--- config.mk ---
export PLATFORM = sky130hd
export DESIGN_NAME = bcd_rtc
export DESIGN_NICKNAME = d
export VERILOG_FILES = /design/src/rtl/bcd_rtc.sv
export SDC_FILE = /design/constraint.sdc
export NUM_CORES = 1
export LEC_CHECK = 0
export BUFFER_PORTS_ARGS = -buffer_cell sky130_fd_sc_hd__clkbuf_2
export CORE_MARGIN = 4
export CORE_UTILIZATION = 45
export DETAILED_ROUTE_END_ITERATION = 7
export GPL_TIMING_DRIVEN = 1
export SETUP_SLACK_MARGIN = 0.5
export SYNTH_ARGS = -nofsm -noshare
export SYNTH_HDL_FRONTEND = slang
export SYNTH_SLANG_ARGS = --single-unit
--- constraint.sdc ---
create_clock -name clk -period 5.6 [get_ports clk]
set_clock_uncertainty 0.15 [all_clocks]
set_input_delay 1.4 -clock clk [delete_from_list [all_inputs] [get_ports clk]]
set_output_delay 1.4 -clock clk [all_outputs]
set_load 0.02 [all_outputs]
--- src/rtl/bcd_rtc.sv ---
module bcd_rtc #(
  parameter int PRE_W = 15,
  parameter int AW    = 8
) (
  input  logic          clk,
  input  logic          rst_n,
  input  logic          tick,
  input  logic          wr_en,
  input  logic [AW-1:0] addr,
  input  logic [7:0]    wdata,
  output logic [7:0]    rdata,
  output logic          irq
);

  localparam int NF = 6;
  localparam logic [PRE_W-1:0] PRE_LAST = '1;
  localparam logic [AW-1:0] A_TEND = AW'(NF * 4);
  localparam logic [AW-1:0] A_ALM  = AW'(8'h20);
  localparam logic [AW-1:0] A_AEND = AW'(8'h20 + NF * 4);
  localparam logic [AW-1:0] A_CTRL = AW'(8'h40);
  localparam logic [AW-1:0] A_STAT = AW'(8'h44);
  localparam logic [AW-1:0] A_IE   = AW'(8'h48);

  logic [7:0] tm  [NF];
  logic [7:0] al  [NF];
  logic [7:0] nxt [NF];
  logic [PRE_W-1:0] pre;
  logic run, alm_f;
  logic [3:0] ev;
  logic [1:0] ie;
  logic w0, w1, w2, w3, w4, match;

  function automatic logic [7:0] bcd_inc(input logic [7:0] v);
    return (v[3:0] >= 4'd9) ? {v[7:4] + 4'd1, 4'd0} : v + 8'd1;
  endfunction

  function automatic logic [7:0] roll(input logic [7:0] v, input logic en,
                                      input logic [7:0] top, input logic [7:0] base);
    if (!en) return v;
    return (v == top) ? base : bcd_inc(v);
  endfunction

  function automatic logic [7:0] month_end(input logic [7:0] m, input logic [7:0] y);
    logic leap;
    leap = y[4] ? (y[3:0] == 4'd2 || y[3:0] == 4'd6)
                : (y[3:0] == 4'd0 || y[3:0] == 4'd4 || y[3:0] == 4'd8);
    case (m)
      8'h02:                      return leap ? 8'h29 : 8'h28;
      8'h04, 8'h06, 8'h09, 8'h11: return 8'h30;
      default:                    return 8'h31;
    endcase
  endfunction

  wire aligned  = (addr[1:0] == 2'b00);
  wire time_wr  = wr_en && aligned && (addr < A_TEND);
  wire alm_wr   = wr_en && aligned && (addr >= A_ALM) && (addr < A_AEND);
  wire stat_wr  = wr_en && (addr == A_STAT);
  wire busy     = run && (pre == PRE_LAST);
  wire sec_tick = tick && busy && !time_wr;

  always_comb begin
    w0 = (tm[0] == 8'h59);
    w1 = w0 && (tm[1] == 8'h59);
    w2 = w1 && (tm[2] == 8'h23);
    w3 = w2 && (tm[3] == month_end(tm[4], tm[5]));
    w4 = w3 && (tm[4] == 8'h12);
    nxt[0] = roll(tm[0], 1'b1, 8'h59, 8'h00);
    nxt[1] = roll(tm[1], w0,   8'h59, 8'h00);
    nxt[2] = roll(tm[2], w1,   8'h23, 8'h00);
    nxt[3] = w3 ? 8'h01 : roll(tm[3], w2, 8'hFF, 8'h01);
    nxt[4] = roll(tm[4], w3,   8'h12, 8'h01);
    nxt[5] = roll(tm[5], w4,   8'h99, 8'h00);
    match = 1'b1;
    for (int i = 0; i < NF; i++)
      if (nxt[i] != al[i]) match = 1'b0;
  end

  always_ff @(posedge clk or negedge rst_n) begin
    if (!rst_n) begin
      for (int i = 0; i < NF; i++) begin
        tm[i] <= (i == 3 || i == 4) ? 8'h01 : 8'h00;
        al[i] <= 8'h00;
      end
    end else begin
      for (int i = 0; i < NF; i++) begin
        if (time_wr && addr[4:2] == 3'(i)) tm[i] <= wdata;
        else if (sec_tick)                 tm[i] <= nxt[i];
        if (alm_wr && addr[4:2] == 3'(i))  al[i] <= wdata;
      end
    end
  end

  always_ff @(posedge clk or negedge rst_n) begin
    if (!rst_n)              pre <= '0;
    else if (time_wr)        pre <= '0;
    else if (run && tick)    pre <= pre + 1'b1;
  end

  always_ff @(posedge clk or negedge rst_n) begin
    if (!rst_n) begin
      run   <= 1'b0;
      ie    <= 2'b00;
      ev    <= 4'h0;
      alm_f <= 1'b0;
    end else begin
      if (wr_en && addr == A_CTRL) run <= wdata[0];
      if (wr_en && addr == A_IE)   ie  <= wdata[3:2];
      ev[0] <= sec_tick         | (ev[0] & ~(stat_wr & wdata[2]));
      ev[1] <= (sec_tick & w0)  | (ev[1] & ~(stat_wr & wdata[3]));
      ev[2] <= (sec_tick & w1)  | (ev[2] & ~(stat_wr & wdata[4]));
      ev[3] <= (sec_tick & w2)  | (ev[3] & ~(stat_wr & wdata[5]));
      alm_f <= (sec_tick & match) | (alm_f & ~(stat_wr & wdata[6]));
    end
  end

  assign irq = (alm_f & ie[1]) | (ev[0] & ie[0]);

  always_comb begin
    rdata = 8'h00;
    if (aligned) begin
      for (int i = 0; i < NF; i++) begin
        if (addr < A_TEND && addr[4:2] == 3'(i)) rdata = tm[i];
        if (addr >= A_ALM && addr < A_AEND && addr[4:2] == 3'(i)) rdata = al[i];
      end
      if (addr == A_CTRL) rdata = {7'd0, run};
      if (addr == A_STAT) rdata = {1'b0, alm_f, ev, run, busy};
      if (addr == A_IE)   rdata = {4'd0, ie, 2'd0};
    end
  end

  AST_STOP_HOLDS: assert property (@(posedge clk) disable iff (!rst_n)
    (!run && !time_wr) |=> $stable(tm[0]));
  AST_UPDATE_AFTER_BUSY: assert property (@(posedge clk) disable iff (!rst_n)
    ((tm[0] != $past(tm[0])) && !$past(time_wr)) |-> $past(busy));
  AST_BUSY_ONLY_RUNNING: assert property (@(posedge clk) disable iff (!rst_n)
    busy |-> run);
  AST_PRE_RESTART: assert property (@(posedge clk) disable iff (!rst_n)
    time_wr |=> (pre == '0));
  AST_ALARM_W1C: assert property (@(posedge clk) disable iff (!rst_n)
    (stat_wr && wdata[6] && !(sec_tick && match)) |=> !alm_f);
  AST_IRQ_NEEDS_ENABLE: assert property (@(posedge clk) disable iff (!rst_n)
    (ie == 2'b00) |-> !irq);

endmodule

==> impl_metrics.yaml, run 1 <==
finish:
  final_nets: 1082
  final_area_um2: 9900
  multi_input_area_um2: 5520
  fillerInstances: 1813
  ff_latch_area_um2: 2980
  area_delta_synth_final_pct: 13.0
  drive_gt1_share_pct: 16.2
  antenna_cells: 0
logic_synthesis:
  avgSynthCellArea_um2: 8.64
  syn-num-nets: 1067
  synth_edf_count: 0
  synth_area_um2: 8760
  synthArstFlopShare_pct: 100
  synth_seq_area_share_pct: 34.0
  synth-warning-count: 0
  synthFlopType: "dfrtp_1"
  ys_types: 74
  syn_inst: 1013
  synth_seq_cells: 119
die:
  die_x_um: 147
  die_area_um2: 21800
  ioPinCount: 29
  die_h_um: 147
  start_util_pct: 46.3
  core_um2: 18900
  rows: 50
global_routing:
  grt_max_degree: 46
  grt_overflow: 0
  antenna_found_initial: 0
  grt_pass1_vias: 8103
  grt_pass1_wl_um: 48600
  grt_usage_pct: 28.8
power_and_ir_drop:
  p_per_area_nw_per_um2: 246
  seq_power_share_pct: 40.8
  clockPowerShare_pct: 47.0
  leakage_nw: 4.12
  power.internal_mw: 1.76
  vdd_drop_max_mv: 0.216
  p_comb_share_pct: 12.3
  switching_power_uw: 671
  sw_frac_of_total_pct: 27.6
setup_path:
  cp.arrival_ns: 3.45
  crit_type: "input pin to output pin"
  worst-endpoint-required_ns: 4.05
  critPathLaunchType: "input pin"
  slowest_stage: "or3b_2"
  worst_setup_path_end_kind: "output pin"
  crit_fanout: 12
  worst_path_largest_cell_delay_ns: 0.50
  cp_cell_sequence: "clkbuf_4 > or3b_2 > nor2_2 > buf_4 > a222oi_1 > nand3_1 > o21ai_0 > a21oi_2 > a2111oi_2 > a2111oi_2 > buf_4"
clock_tree:
  root_buffer: "clkbuf_16"
  cts_tree: "built"
  clk_latency_ns: 0.43
  clkTransAtPathRegs_ns: 0.06
  cts_buffers: 17
  clk_path_buf_depth: 2
  htree_levels: 4
  clock-sinks: 119
sta:
  setup_tns_ns: 0
  period_share_pct: 89.3
  worst_slew_pin_slew_ns: 1.09
  slew_headroom_pct: 27.0
  hold_viol_final: 0
  period_minus_slack_ns: 5.00
  drv_slew: 0
  rsz0062_at_grt: "true"
  holdWs_ns: 0.351
  fmax_mhz: 200
  setup_viol: 0
route:
  dr_total_vias: 8400
  wl_per_cell_um: 23.9
  dr.pass1.iters: 6
  drtIter0Drc: 751
  wl_um: 31100
  drc: 0
  drtAntennaViolNets: 0
  drt-vias-per-instance: 6.46
placement:
  numPortBuffers: 28
  place_area_um2: 9190
  hpwl_um: 22400
  place_congestion: 0.956
flow_run:
  maxCapViolations: 0
hold_path:
  hold_class: "flip-flop to flip-flop"
outcome:
  outcome: "finished clean"
final cells by class:
class | count | area share (%)
sequential | 119 | 30.1
multi-input combinational | 803 | 55.7
clock inverter | 8 | 1.21
timing repair buffer | 52 | 3.39
inverter | 35 | 1.33
clock buffer | 23 | 4.93
tap | 260 | 3.29
critical path, delay by kind of cell:
| family | cells | cell delay [ns] |
|---|---|---|
| and+or+nand+nor | 3 | 0.73 |
| buffers and inverters | 3 | 0.57 |
| AOI/OAI and AO/OA | 5 | 0.74 |
power by group through the flow:
| stage | clock network (mW) | registers [mW] | logic [mW] |
|---|---|---|---|
| floorplan | 0 | 0.959 | 0.209 |
| global placement | 0 | 1.01 | 0.289 |
| detailed placement | 0 | 1.00 | 0.292 |
| CTS | 1.16 | 0.990 | 0.295 |
| global route | 1.19 | 0.999 | 0.329 |
| finish | 1.14 | 0.993 | 0.299 |
flip-flops by register name (all words and copies together), names as in the netlist:
signal  flops
pre        15
al         48
ie          2
tm         48
alm_f       1
run         1
ev          4
worst paths after layout:
check / start / end / slack, ns / depth (start not counted)
max: addr[3] / rdata[1] / 0.60 / 11
min: ev[2] / ev[2] / 0.35 / 2
max reg2reg: tm[8] / alm_f / 1.14 / 12
min reg2reg: ev[2] / ev[2] / 0.35 / 2
max in group asynchronous: rst_n / tm[10] / 3.53 / 2
min in group asynchronous: rst_n / al[42] / 0.82 / 1
layout by cell type (no fill, tap or decap), types with 27 or more instances in the layout:
cell / Yosys / final
inv_1: 35 / 35
buf_4: 0 / 28
mux2_2: 49 / 49
a21oi_1: 50 / 49
a22oi_1: 27 / 27
nand2_1: 107 / 107
nand3_1: 33 / 33
nor2_1: 76 / 75
nor3_1: 29 / 28
dfrtp_1: 117 / 117
xnor2_1: 28 / 28
o21ai_0: 66 / 65
ha_1: 34 / 34
cell families after synthesis:
group / Yosys count / synth area share (%)
AND/OR/NAND/NOR: 374 / 21.6
AO/OA/AOI/OAI: 284 / 22.7
flip-flops: 119 / 34.0
buffers and inverters: 91 / 4.12
multiplexers: 58 / 7.33
XOR/XNOR: 53 / 5.30
adder cells (fa/ha/maj): 34 / 4.86
metrics by stage:
step	util (%)	power [mW]	cells	worst slack, ns
after floorplan	-	1.17	1013	0.515
after global placement	48.7	1.29	1265	0.415
after detailed placement	48.7	1.30	1265	0.341
after CTS	52.1	2.44	1298	0.519
after global routing	52.4	2.52	1300	0.468
final	52.4	2.44	1300	0.601
metal layers:
metal,vias up,routed length (um),global-route usage [%]
met1,4101,13400,40.2
met2,402,14200,44.8
li1,3829,-,-
met5,-,0,0
met4,0,1080,12.1
met3,68,2400,4.48
synthesized netlist by cell type, types with 27 or more instances:
cell type    n  area share, %
nand2_1    107            4.6
nor3_1      29            1.7
mux2_2      49            6.3
o21ai_0     66            3.8
nand3_1     33            1.9
a22oi_1     27            2.3
xnor2_1     28            2.8
clkbuf_1    50            2.1
a21oi_1     50            2.9
dfrtp_1    117             33
nor2_1      76            3.3
ha_1        34            4.9
inv_1       35            1.5
timing repair:
item                       in CTS  in global routing
hold buffers                    0                  0
setup buffers                   2                  2
gates cloned                    0                  0
setup endpoints to repair       3                  5
pin swaps                       1                  3
resized for setup               5                 15
No activity file was read; power rests on OpenSTA's default activity.
==> run 2: changes to the inputs <==
CORE_UTILIZATION = 30   (was 45)
==> impl_metrics.yaml, run 2 (synthesis results as in run 1) <==
die:
  core_um2: 28800
  ioPinCount: 29
  die_h_um: 179
  die_area_um2: 32000
  rows: 62
  die_x_um: 179
  start_util_pct: 30.4
power_and_ir_drop:
  report.power.total_mw: 2.50
  vdd_drop_max_mv: 0.132
  leakage_nw: 4.11
  p_per_area_nw_per_um2: 248
route:
  dr_total_vias: 8529
  drtAntennaViolNets: 0
  wl_per_cell_um: 22.7
  dr.pass1.iters: 5
  drtIter0Drc: 1150
  drt-vias-per-instance: 6.01
  drc: 0
  wl_um: 32200
clock_tree:
  clk_path_buf_depth: 2
  clk_latency_ns: 0.43
  cts_hold_buf: 0
  clock-sinks: 119
  cts_buffers: 17
  root_buffer: "clkbuf_16"
  cts_tree: "built"
  clkTransAtPathRegs_ns: 0.06
  htree_levels: 4
finish:
  final_nets: 1077
  antenna_cells: 0
  largest_registers: "al: 48 flops, tm: 48 flops, pre: 15 flops"
  ff_latch_area_um2: 2980
  drive_gt1_share_pct: 16.1
  layout_commonest_cell: "dfrtp_1"
  final_cell_mix: "117 x dfrtp_1, 107 x nand2_1, 74 x nor2_1"
  area_delta_synth_final_pct: 15.0
  multi_input_area_um2: 5520
  fillerInstances: 2977
setup_path:
  worst_setup_path_end_kind: "output pin"
  critPathLaunchType: "input pin"
  crit_type: "input pin to output pin"
  worst-endpoint-required_ns: 4.05
  cp.arrival_ns: 3.47
  crit_fanout: 7
sta:
  setup_viol: 0
  fmax_mhz: 199
  period_share_pct: 89.6
  period_minus_slack_ns: 5.02
  setup_tns_ns: 0
  holdWs_ns: 0.345
  rsz0062_at_grt: "true"
  worst_slew_pin_slew_ns: 1.02
  slew_headroom_pct: 31.4
  hold_viol_final: 0
  drv_slew: 0
flow_run:
  maxCapViolations: 0
hold_path:
  hold_class: "flip-flop to flip-flop"
placement:
  place_congestion: 0.956
  hpwl_um: 23100
  numPortBuffers: 28
global_routing:
  grt_max_degree: 72
  grt_overflow: 0
  antenna_found_initial: 0
  grt_pass1_wl_um: 49400
  grt_usage_pct: 20.2
  grt_pass1_vias: 8119
outcome:
  outcome: "finished clean"
[run 2: cell types whose count changed in the layout (fill, tap and decap cells not counted), sizes merged]
cell and delta:
buf -3, bufinv +1, clkbuf -7, clkinv +3, inv +2
[run 2: power breakdown]
| part | total (mW) | internal [mW] | leakage, nW | switching [mW] |
|---|---|---|---|---|
| logic | 0.302 | 0.119 | 2.23 | 0.183 |
| clock network | 1.20 | 0.760 | 0.307 | 0.440 |
| registers | 0.996 | 0.904 | 1.58 | 0.0928 |
[run 2: worst paths after layout]
path / from / end / slack (ns) / cells after the start
min in group asynchronous: rst_n / al[2] / 0.96 / 1
worst max-delay path: addr[6] / rdata[5] / 0.58 / 12
worst min-delay path: ev[2] / ev[2] / 0.34 / 2
worst min register to register: ev[2] / ev[2] / 0.34 / 2
max in group asynchronous: rst_n / al[45] / 3.53 / 2
worst max register to register: tm[40] / alm_f / 1.09 / 12
[run 2: through the flow]
| step | area, um^2 | instances | worst slack (ns) | util, % |
|---|---|---|---|---|
| after floorplan | 8800 | 1013 | 0.515 | - |
| after global placement | 9340 | 1386 | 0.440 | 32.4 |
| after detailed placement | 9340 | 1386 | 0.344 | 32.4 |
| after CTS | 10000 | 1420 | 0.507 | 34.9 |
| after global routing | 10100 | 1420 | 0.457 | 35.0 |
| final | 10100 | 1420 | 0.581 | 35.0 |
[run 2: timing repair]
item                                    in CTS  in global routing
gates resized for setup                      9                 15
endpoints found under the hold margin        0                  0
setup buffers                                2                  0
endpoints found under the setup margin       5                  6
pin swaps                                    1                  4
[run 2: metal layers]
metal	GRT usage [%]	vias to the layer above	share of wire, %
li1	-	3822	-
met1	27.7	4172	42
met2	30.2	449	45
met3	5.27	86	9.7
met4	8.38	0	3.7
met5	0	-	0
[run 2: layout make-up]
cell class | count | area share [%]
clock buffers | 18 | 4.36
inverters | 35 | 1.31
well taps | 384 | 4.77
flip-flops and latches | 119 | 29.6
multi-input cells | 803 | 54.9
repair buffers | 47 | 3.12
clock inverters | 14 | 1.96
[run 2: worst max-delay path: stages]
cell and delay, ns:
clkbuf_2 0.11, or3_4 0.44, nor4_2 0.19, buf_4 0.18, buf_4 0.15, a22oi_1 0.09
nand4_1 0.13, o21ai_0 0.11, a31oi_1 0.18, a21oi_1 0.06, nor2_1 0.21, clkbuf_2 0.23
==> run 3: changes to the inputs <==
GPL_TIMING_DRIVEN = unset   (was 1)
clock period = 5.9 ns   (was 5.6 ns; I/O delays follow)
==> impl_metrics.yaml, run 3 (synthesis results as in run 1) <==
clock_tree:
  root_buffer: "clkbuf_16"
  cts_buffers: 17
  clock-sinks: 119
  clk_path_buf_depth: 2
  cts_tree: "built"
  clkTransAtPathRegs_ns: 0.06
  clk_latency_ns: 0.44
  htree_levels: 4
finish:
  antenna_cells: 0
  fin_cells: 1419
  utilization_pct: 34.4
  drive_gt1_share_pct: 15.2
  final_cell_mix: "117 x dfrtp_1, 107 x nand2_1, 74 x nor2_1"
  final_nets: 1076
  largest_registers: "al: 48 flops, tm: 48 flops, pre: 15 flops"
  area_delta_synth_final_pct: 13.1
  layout_commonest_cell: "dfrtp_1"
placement:
  dp_slack_ns: 0.479
  dp.cells: 1383
  hpwl_um: 22700
  place_congestion: 0.955
  numPortBuffers: 28
global_routing:
  grt_max_degree: 79
  grt_overflow: 0
  grt_pass1_vias: 7975
  antenna_found_initial: 0
  grt_usage_pct: 20.0
  grt_pass1_wl_um: 48800
sta:
  setup_viol: 0
  worst_slew_pin_slew_ns: 1.12
  setup_tns_ns: 0
  drv_slew: 0
  fmax_mhz: 186
  slew_headroom_pct: 25.0
  rsz0062_at_grt: "true"
  worst_slack_ns: 0.533
  hold_viol_final: 0
  period_minus_slack_ns: 5.37
  period_share_pct: 91.0
power_and_ir_drop:
  seq_power_share_pct: 42.3
  report.power.total_mw: 2.24
  leakage_nw: 4.03
  sw_frac_of_total_pct: 30.3
  vdd_drop_max_mv: 0.213
  switching_power_uw: 678
  p_comb_share_pct: 12.6
  p_per_area_nw_per_um2: 226
  clockPowerShare_pct: 45.1
  power.internal_mw: 1.56
die:
  rows: 62
  die_area_um2: 32000
  ioPinCount: 29
  start_util_pct: 30.4
  die_x_um: 179
  die_h_um: 179
  core_um2: 28800
setup_path:
  cp.arrival_ns: 3.74
  critPathLaunchType: "input pin"
  worst-endpoint-required_ns: 4.28
  crit_fanout: 12
  crit_type: "input pin to output pin"
  r2r_slack_ns: 1.28
  worst_setup_path_end_kind: "output pin"
outcome:
  violations: "design-rule violations"
  outcome: "finished with violations"
route:
  wl_per_cell_um: 22.5
  wl_um: 31900
  drtAntennaViolNets: 0
  drc: 6
  dr.pass1.iters: 8
  drtIter0Drc: 1218
  drt-vias-per-instance: 5.97
  dr_total_vias: 8477
flow_run:
  maxCapViolations: 0
hold_path:
  hold_class: "flip-flop to flip-flop"
==> run 3: cell types whose count changed in the layout (fill, tap and decap cells not counted), sizes merged <==
cell / before / now
bufinv: 4 / 1
clkinvlp: 2 / 7
buf: 25 / 23
clkbuf: 40 / 41
clkinv: 6 / 4
==> run 3: per-stage QoR <==
stage,hold WS [ns],cell area (um^2)
6_report,0.358,9900
5_1_grt,0.377,9900
4_1_cts,0.352,9850
3_5_place_dp,0.338,9280
3_3_place_gp,0.323,9280
2_1_floorplan,0.299,8770
==> run 3: final timing paths <==
check,from,to,depth (start not counted)
worst max-delay path,addr[3],rdata[1],11
worst min-delay path,ev[2],ev[2],2
worst max register to register,tm[40],alm_f,11
worst min register to register,ev[2],ev[2],2
max in group asynchronous,rst_n,tm[42],2
min in group asynchronous,rst_n,al[7],1
==> run 3: area by class of cell <==
cell class / instances / area (um^2)
fillers: 2931 / 18900
multi-input cells: 803 / 5460
flip-flops and latches: 119 / 2980
well taps: 384 / 480
clock buffers: 18 / 439
repair buffers: 46 / 280
inverters: 35 / 131
clock inverters: 14 / 128
==> run 3: critical path: stages <==
cell and delay (ns):
clkbuf_4 0.19, nand2b_1 0.17, nor3_1 0.07, buf_4 0.19
a222oi_1 0.43, nand3_1 0.12, o21ai_0 0.09, a21oi_1 0.08
a2111oi_0 0.62, a2111oi_2 0.11, buf_2 0.20
==> run 3: per-layer routing <==
| metal | GRT usage [%] | share of wire [%] | vias up |
|---|---|---|---|
| met5 | 0 | 0 | - |
| met4 | 7.48 | 3.9 | 0 |
| met3 | 5.27 | 9.7 | 93 |
| met2 | 29.8 | 44 | 483 |
| met1 | 27.6 | 43 | 4082 |
| li1 | - | - | 3819 |
==> run 3: timing repair <==
action,4_1_cts,5_1_grt
resized for setup,1,10
hold buffers,0,0
endpoints found under the setup margin,1,5
hold endpoints to repair,0,0
setup buffers,0,4
pin swaps,0,5
==> run 3: power by group through the flow <==
stage	sequential, mW	combinational (mW)	clock (mW)
3_5_place_dp	0.955	0.273	0
4_1_cts	0.941	0.275	1.02
2_1_floorplan	0.911	0.197	0
6_report	0.946	0.282	1.01
5_1_grt	0.949	0.313	1.06
3_3_place_gp	0.956	0.269	0
